`config.mk`:
```
export PLATFORM = sky130hd
export DESIGN_NAME = frac_baud_gen
export DESIGN_NICKNAME = d
export VERILOG_FILES = /design/src/rtl/frac_baud_pkg.sv /design/src/rtl/frac_baud_regs.sv /design/src/rtl/frac_baud_cnt.sv /design/src/rtl/frac_baud_gen.sv
export SDC_FILE = /design/constraint.sdc
export NUM_CORES = 1
export LEC_CHECK = 0
export CAP_MARGIN = 20
export CORE_MARGIN = 2
export CORE_UTILIZATION = 30
export DETAILED_ROUTE_END_ITERATION = 7
export DONT_BUFFER_PORTS = 1
export GPL_TIMING_DRIVEN = 1
export REMOVE_ABC_BUFFERS = 1
export SLEW_MARGIN = 20
export SYNTH_ARGS = -nofsm -noshare
export SYNTH_HDL_FRONTEND = slang
export SYNTH_SLANG_ARGS = --single-unit
```
`constraint.sdc`:
```
create_clock -name clk -period 5.7 [get_ports clk]
set_input_delay 1.425 -clock clk [delete_from_list [all_inputs] [get_ports clk]]
set_output_delay 1.425 -clock clk [all_outputs]
set_load 0.01 [all_outputs]
```
`src/rtl/frac_baud_pkg.sv`:
```
package frac_baud_pkg;

   typedef enum logic {
      MODE_LEGACY = 1'b0,
      MODE_FRAC   = 1'b1
   } frac_mode_e;

   // Width of a counter that must hold divisor + 1.
   function automatic int unsigned cnt_width(input int unsigned div_w);
      return div_w + 1;
   endfunction

endpackage

```
`src/rtl/frac_baud_regs.sv`:
```
module frac_baud_regs
   import frac_baud_pkg::*;
#(
   parameter int unsigned DIV_W     = 16,
   parameter int unsigned NUM_SLOTS = 16,
   parameter frac_mode_e  MODE      = MODE_FRAC
) (
   input  logic                 clk,
   input  logic                 rst_n,
   input  logic                 en,
   input  logic                 boundary,
   input  logic                 wr_div_en,
   input  logic [DIV_W-1:0]     wr_div,
   input  logic                 wr_mask_en,
   input  logic [NUM_SLOTS-1:0] wr_mask,
   output logic [DIV_W-1:0]     act_div,
   output logic [NUM_SLOTS-1:0] act_mask
);

   logic             load_act;
   logic [DIV_W-1:0] pend_div;
   logic [DIV_W-1:0] div_nxt;

   assign load_act = !en || boundary;
   assign div_nxt  = wr_div_en ? wr_div : pend_div;

   always_ff @(posedge clk or negedge rst_n) begin
      if (!rst_n) begin
         pend_div <= '0;
         act_div  <= '0;
      end else begin
         pend_div <= div_nxt;
         if (load_act) begin
            act_div <= div_nxt;
         end
      end
   end

   generate
      if (MODE == MODE_FRAC) begin : g_frac
         logic [NUM_SLOTS-1:0] pend_mask;
         logic [NUM_SLOTS-1:0] mask_nxt;

         assign mask_nxt = wr_mask_en ? wr_mask : pend_mask;

         always_ff @(posedge clk or negedge rst_n) begin
            if (!rst_n) begin
               pend_mask <= '0;
               act_mask  <= '0;
            end else begin
               pend_mask <= mask_nxt;
               if (load_act) begin
                  act_mask <= mask_nxt;
               end
            end
         end

         AST_MASK_HOLD: assert property (@(posedge clk) disable iff (!rst_n)
            (en && !boundary) |=> $stable(act_mask));
      end else begin : g_legacy
         logic unused_mask_in;
         assign unused_mask_in = ^{wr_mask_en, wr_mask};
         assign act_mask = '0;
      end
   endgenerate

   AST_DIV_HOLD: assert property (@(posedge clk) disable iff (!rst_n)
      (en && !boundary) |=> $stable(act_div));

endmodule

```
`src/rtl/frac_baud_cnt.sv`:
```
module frac_baud_cnt
   import frac_baud_pkg::*;
#(
   parameter int unsigned DIV_W     = 16,
   parameter int unsigned NUM_SLOTS = 16
) (
   input  logic                         clk,
   input  logic                         rst_n,
   input  logic                         en,
   input  logic [DIV_W-1:0]             act_div,
   input  logic [NUM_SLOTS-1:0]         act_mask,
   output logic                         tick,
   output logic [$clog2(NUM_SLOTS)-1:0] slot_idx
);

   localparam int unsigned IDX_W = $clog2(NUM_SLOTS);
   localparam int unsigned CNT_W = cnt_width(DIV_W);

   logic [CNT_W-1:0] cnt_q;
   logic [IDX_W-1:0] slot_q;
   logic             stretch;
   logic [CNT_W-1:0] limit;

   assign stretch  = act_mask[slot_q];
   assign limit    = {1'b0, act_div} + {{DIV_W{1'b0}}, stretch};
   assign tick     = en && (cnt_q == limit);
   assign slot_idx = slot_q;

   always_ff @(posedge clk or negedge rst_n) begin
      if (!rst_n) begin
         cnt_q  <= '0;
         slot_q <= '0;
      end else if (!en) begin
         cnt_q  <= '0;
         slot_q <= '0;
      end else if (tick) begin
         cnt_q  <= '0;
         slot_q <= slot_q + 1'b1;
      end else begin
         cnt_q  <= cnt_q + 1'b1;
      end
   end

   AST_NO_OVERRUN: assert property (@(posedge clk) disable iff (!rst_n)
      cnt_q <= ({1'b0, act_div} + 1'b1));

   AST_SLOT_STEP: assert property (@(posedge clk) disable iff (!rst_n)
      tick |=> slot_q == IDX_W'($past(slot_q) + 1'b1));

   AST_IDLE_CLEAR: assert property (@(posedge clk) disable iff (!rst_n)
      !en |=> (slot_q == '0) && (cnt_q == '0));

endmodule

```
`src/rtl/frac_baud_gen.sv`:
```
module frac_baud_gen
   import frac_baud_pkg::*;
#(
   parameter int unsigned DIV_W     = 16,
   parameter int unsigned NUM_SLOTS = 16,
   parameter frac_mode_e  MODE      = MODE_FRAC
) (
   input  logic                         clk,
   input  logic                         rst_n,
   input  logic                         en,
   input  logic                         wr_div_en,
   input  logic [DIV_W-1:0]             wr_div,
   input  logic                         wr_mask_en,
   input  logic [NUM_SLOTS-1:0]         wr_mask,
   output logic                         tick,
   output logic [$clog2(NUM_SLOTS)-1:0] slot_idx
);

   generate
      if (DIV_W < 1 || DIV_W > 31) begin : g_bad_div
         $error("frac_baud_gen: DIV_W must lie in 1..31");
      end
      if (NUM_SLOTS < 2 || (NUM_SLOTS & (NUM_SLOTS - 1)) != 0) begin : g_bad_slots
         $error("frac_baud_gen: NUM_SLOTS must be a power of two >= 2");
      end
   endgenerate

   logic [DIV_W-1:0]     act_div;
   logic [NUM_SLOTS-1:0] act_mask;
   logic                 tick_int;

   frac_baud_regs #(
      .DIV_W     (DIV_W),
      .NUM_SLOTS (NUM_SLOTS),
      .MODE      (MODE)
   ) u_regs (
      .clk        (clk),
      .rst_n      (rst_n),
      .en         (en),
      .boundary   (tick_int),
      .wr_div_en  (wr_div_en),
      .wr_div     (wr_div),
      .wr_mask_en (wr_mask_en),
      .wr_mask    (wr_mask),
      .act_div    (act_div),
      .act_mask   (act_mask)
   );

   frac_baud_cnt #(
      .DIV_W     (DIV_W),
      .NUM_SLOTS (NUM_SLOTS)
   ) u_cnt (
      .clk      (clk),
      .rst_n    (rst_n),
      .en       (en),
      .act_div  (act_div),
      .act_mask (act_mask),
      .tick     (tick_int),
      .slot_idx (slot_idx)
   );

   assign tick = tick_int;

   AST_TICK_NEEDS_EN: assert property (@(posedge clk) disable iff (!rst_n)
      $past(!en) && !en |-> !tick && slot_idx == '0);

endmodule

```
==> metrics.md <==
| Metric | Value |
|---|---|
| Status | `finished clean` |
| Peak VDD IR | `about 0.15 mV` |
| GP Congestion | `0.7841` |
| Sequential Power Share | `0.485` |
| Cells after Synth | `328` |
| Data arrival, critical path | `approximately 4.0 ns` |
| Hold/Removal Path Class | `flip-flop to flip-flop` |
| M1 GR Usage | `0.1507` |
| Fin crit period | `about 5.4 ns` |
| Total power | `around 1500 uW` |
| Clock Latency Late Sink | `approximately 0.33 ns` |
| Most frequent cells in the layout | `dfrtp_1, mux2_2, mux2_4` |
| EDFF count, synth | `0` |
| Depth of the worst register-to-register path | `11` |
| Htree depth | `3` |
| Slowest cell on crit path | `mux4_2` |
| CP bufs+invs | `1` |
| Psw | `343.4 uW` |
| R2R Setup Slk | `around 1.4 ns` |
| WL final | `between 7000 and 8000 um` |
| Clock Path Buffers | `2` |
| First-pass GRT wire length | `about 13,000 um` |
| Crit share post-route | `0.9504` |
| CTS tree | `built` |
| Grt ovf | `0` |
| Fmax achieved | `roughly 180 MHz` |
| Fin. max-slew vios | `0` |
| Global Route met2 Usage | `0.1741` |
| Share of flip-flops with an asynchronous set or reset | `1.000` |
| WS Path Type | `flip-flop to output port` |
| Synth Area per Inst | `13.04 um^2` |
| P&R area growth vs syn | `10.50%` |
| Final setup fails | `0` |
| Worst flop-to-flop path endpoint | `u_regs.act_div[9]` |
| Antenna Nets Post-Route | `0` |
| Via count | `between 2,000 and 2,500` |
| Ys Warns | `0` |
| Sequential area share after synthesis | `0.4974` |
| Share of post-route cells with drive strength above 1 | `0.2952` |
| Die area | `about 0.015 mm^2` |
| Leak Pwr | `about 0.002 uW` |
| Vias in the first global route | `about 2,500` |
| Worst Hold End | `u_regs.pend_div[15]` |
| Post-CTS setup buffers | `0` |
| Place WS | `0.4853 ns` |
| Fin Setup TNS | `0 ns` |
| Worst r2r src | `u_cnt.slot_idx[0]` |
| RSZ-0062 raised after global routing | `no` |
| Setup Skew | `around 0.0068 ns` |
| Crit-path leading delay family | `simple AND/OR/NAND/NOR gates` |
| Synthesized flop and latch total | `85` |
| Die height | `123.4 um` |
| Critical path peak fanout | `9` |
| PnR worst setup slack | `0.2827 ns` |
| Fillers | `around 1,400` |
| Met3 Track Usage GR | `0.04013` |
| Initial antenna violation count | `0` |
| Combinational power share | `0.120` |
| DRC Markers | `0` |
| Measured slew at the worst slew-check pin | `roughly 0.52 ns` |
| CTS sink count | `85` |
| Slew HR | `0.6507` |
| Critical path endpoint category | `output port` |
| Detailed placement HPWL | `about 5600 um` |
| Final net count | `around 370` |
| Max-cap viol count | `0` |
| DR WL/cell | `between 15 and 20 um` |
| Int Pwr | `~1100 uW` |
| # port buffers | `0` |
| Register clock-pin slew on the reported worst setup and hold paths | `~0.06 ns` |
| Starting Density | `0.3081` |
| Core area | `~0.014 mm^2` |
| CP peak stage delay | `approximately 0.52 ns` |
| Crit path cell chain | `mux4_2 -> mux4_2 -> ha_1 -> ha_1 -> and4b_1 -> or4_4 -> a21boi_2 -> nor2_2 -> nor4_1 -> buf_4 -> and2_1` |
| Initial DRT Pass Iterations | `4` |
| Min-delay src | `u_regs.pend_div[15]` |
| Cell Pwr Density | `slightly above 300 mW/mm^2` |
| CP Launch Type | `flip-flop` |
| Vias per cell | `about 4.7` |
| Clock share of power | `0.395` |
| Io pins | `42` |
| Fin. Hold Viols | `0` |
| Die W | `123.4 um` |
| Synth Cell Area | `approximately 0.0043 mm^2` |
| ANT cells | `0` |
| GRT Total Usage | `0.1141` |
| Hold depth | `1` |
| Detailed Route Iter0 Violations | `approximately 130` |
| Site Rows | `between 40 and 50` |
| Prevailing post-synth register cell | `dfrtp_1` |
| Cts bufs inserted | `9` |
| Busiest grt layer | `met2` |
| Pin count of the biggest net entering global routing | `86` |
| Root buf cell | `clkbuf_16` |
| Critical Path RT | `4.28 ns` |
| Switching share of power | `0.2345` |
| Yosys cell types | `49` |
| Commonest non-fill, non-tap cell in the layout | `dfrtp_1` |
## flip-flops by register name, summed over array words and instances (netlist names)
signal,count
u_regs.g_frac.pend_mask,16
u_regs.act_mask,16
u_regs.act_div,16
u_cnt.slot_idx,4
u_cnt.cnt_q,17
u_regs.pend_div,16
## worst max-delay path by stage
stage	startpoint	to	cells past startpoint
2_1_floorplan	u_cnt.slot_idx[0]	u_regs.act_mask[13]	10
3_3_place_gp	u_cnt.slot_idx[0]	tick	11
3_5_place_dp	u_cnt.slot_idx[0]	tick	11
4_1_cts	u_cnt.slot_idx[0]	tick	11
5_1_grt	u_cnt.slot_idx[0]	tick	11
6_report	u_cnt.slot_idx[0]	tick	11
## cell type report
type / count / area (um^2) / area share
flip-flops and latches: 85 / 2128 / 0.4504
multi-input cells: 221 / 2018 / 0.4271
clock buffers: 11 / 242.7 / 0.05136
well taps: 180 / 225.2 / 0.04766
clock inverters: 5 / 58.81 / 0.01244
repair buffers: 4 / 30.03 / 0.006354
inverters: 6 / 22.52 / 0.004766
## per-layer routing
metal	up-vias	routed length, um
li1	1166	-
met1	1198	3745
met2	48	3714
met3	2	382
met4	0	30
met5	-	0
## synth_stat cells, types with 6 or more instances
| library cell | n | area (um^2) |
|---|---|---|
| clkbuf_1 | 6 | 22.52 |
| dfrtp_1 | 85 | 2127 |
| inv_1 | 6 | 22.52 |
| mux2_2 | 33 | 371.6 |
| mux2_4 | 30 | 450.4 |
| nand2_1 | 14 | 52.55 |
| nand3_1 | 9 | 45.04 |
| nand4_1 | 7 | 43.79 |
| nor2_1 | 21 | 78.83 |
| nor3_1 | 9 | 45.04 |
| xnor2_1 | 20 | 175.2 |
| xor2_1 | 14 | 122.6 |
## stage by stage
stage                     utilization  instances  hold slack [ns]  area, um^2
after floorplan                     -        312           0.4525        4168
after global placement         0.3186        496           0.4828        4423
after detailed placement       0.3186        496           0.4874        4423
after CTS                      0.3404        512           0.5010        4725
after global routing           0.3405        512           0.5135        4726
final                          0.3405        512           0.4952        4726
## kinds of logic after synthesis
logic type / Yosys count / synth area share
buffers and inverters: 22 / 0.03072
XOR/XNOR: 34 / 0.06963
flip-flops: 85 / 0.4974
AND/OR/NAND/NOR: 91 / 0.1208
AO/OA/AOI/OAI: 17 / 0.03423
multiplexers: 75 / 0.2355
adder cells (fa/ha/maj): 4 / 0.01170
## power by group through the flow
stage	registers, uW	logic [uW]	clock network [uW]
global route	719	193	623
global placement	721	173	0
CTS	712	177	600
finish	710	176	579
detailed placement	722	176	0
floorplan	703	154	0
## what timing repair did
item	in CTS	in global routing
setup endpoints to repair	0	1
gates resized for setup	0	1
hold buffers	0	0
Note: power is estimated with default switching activity, not from simulation.
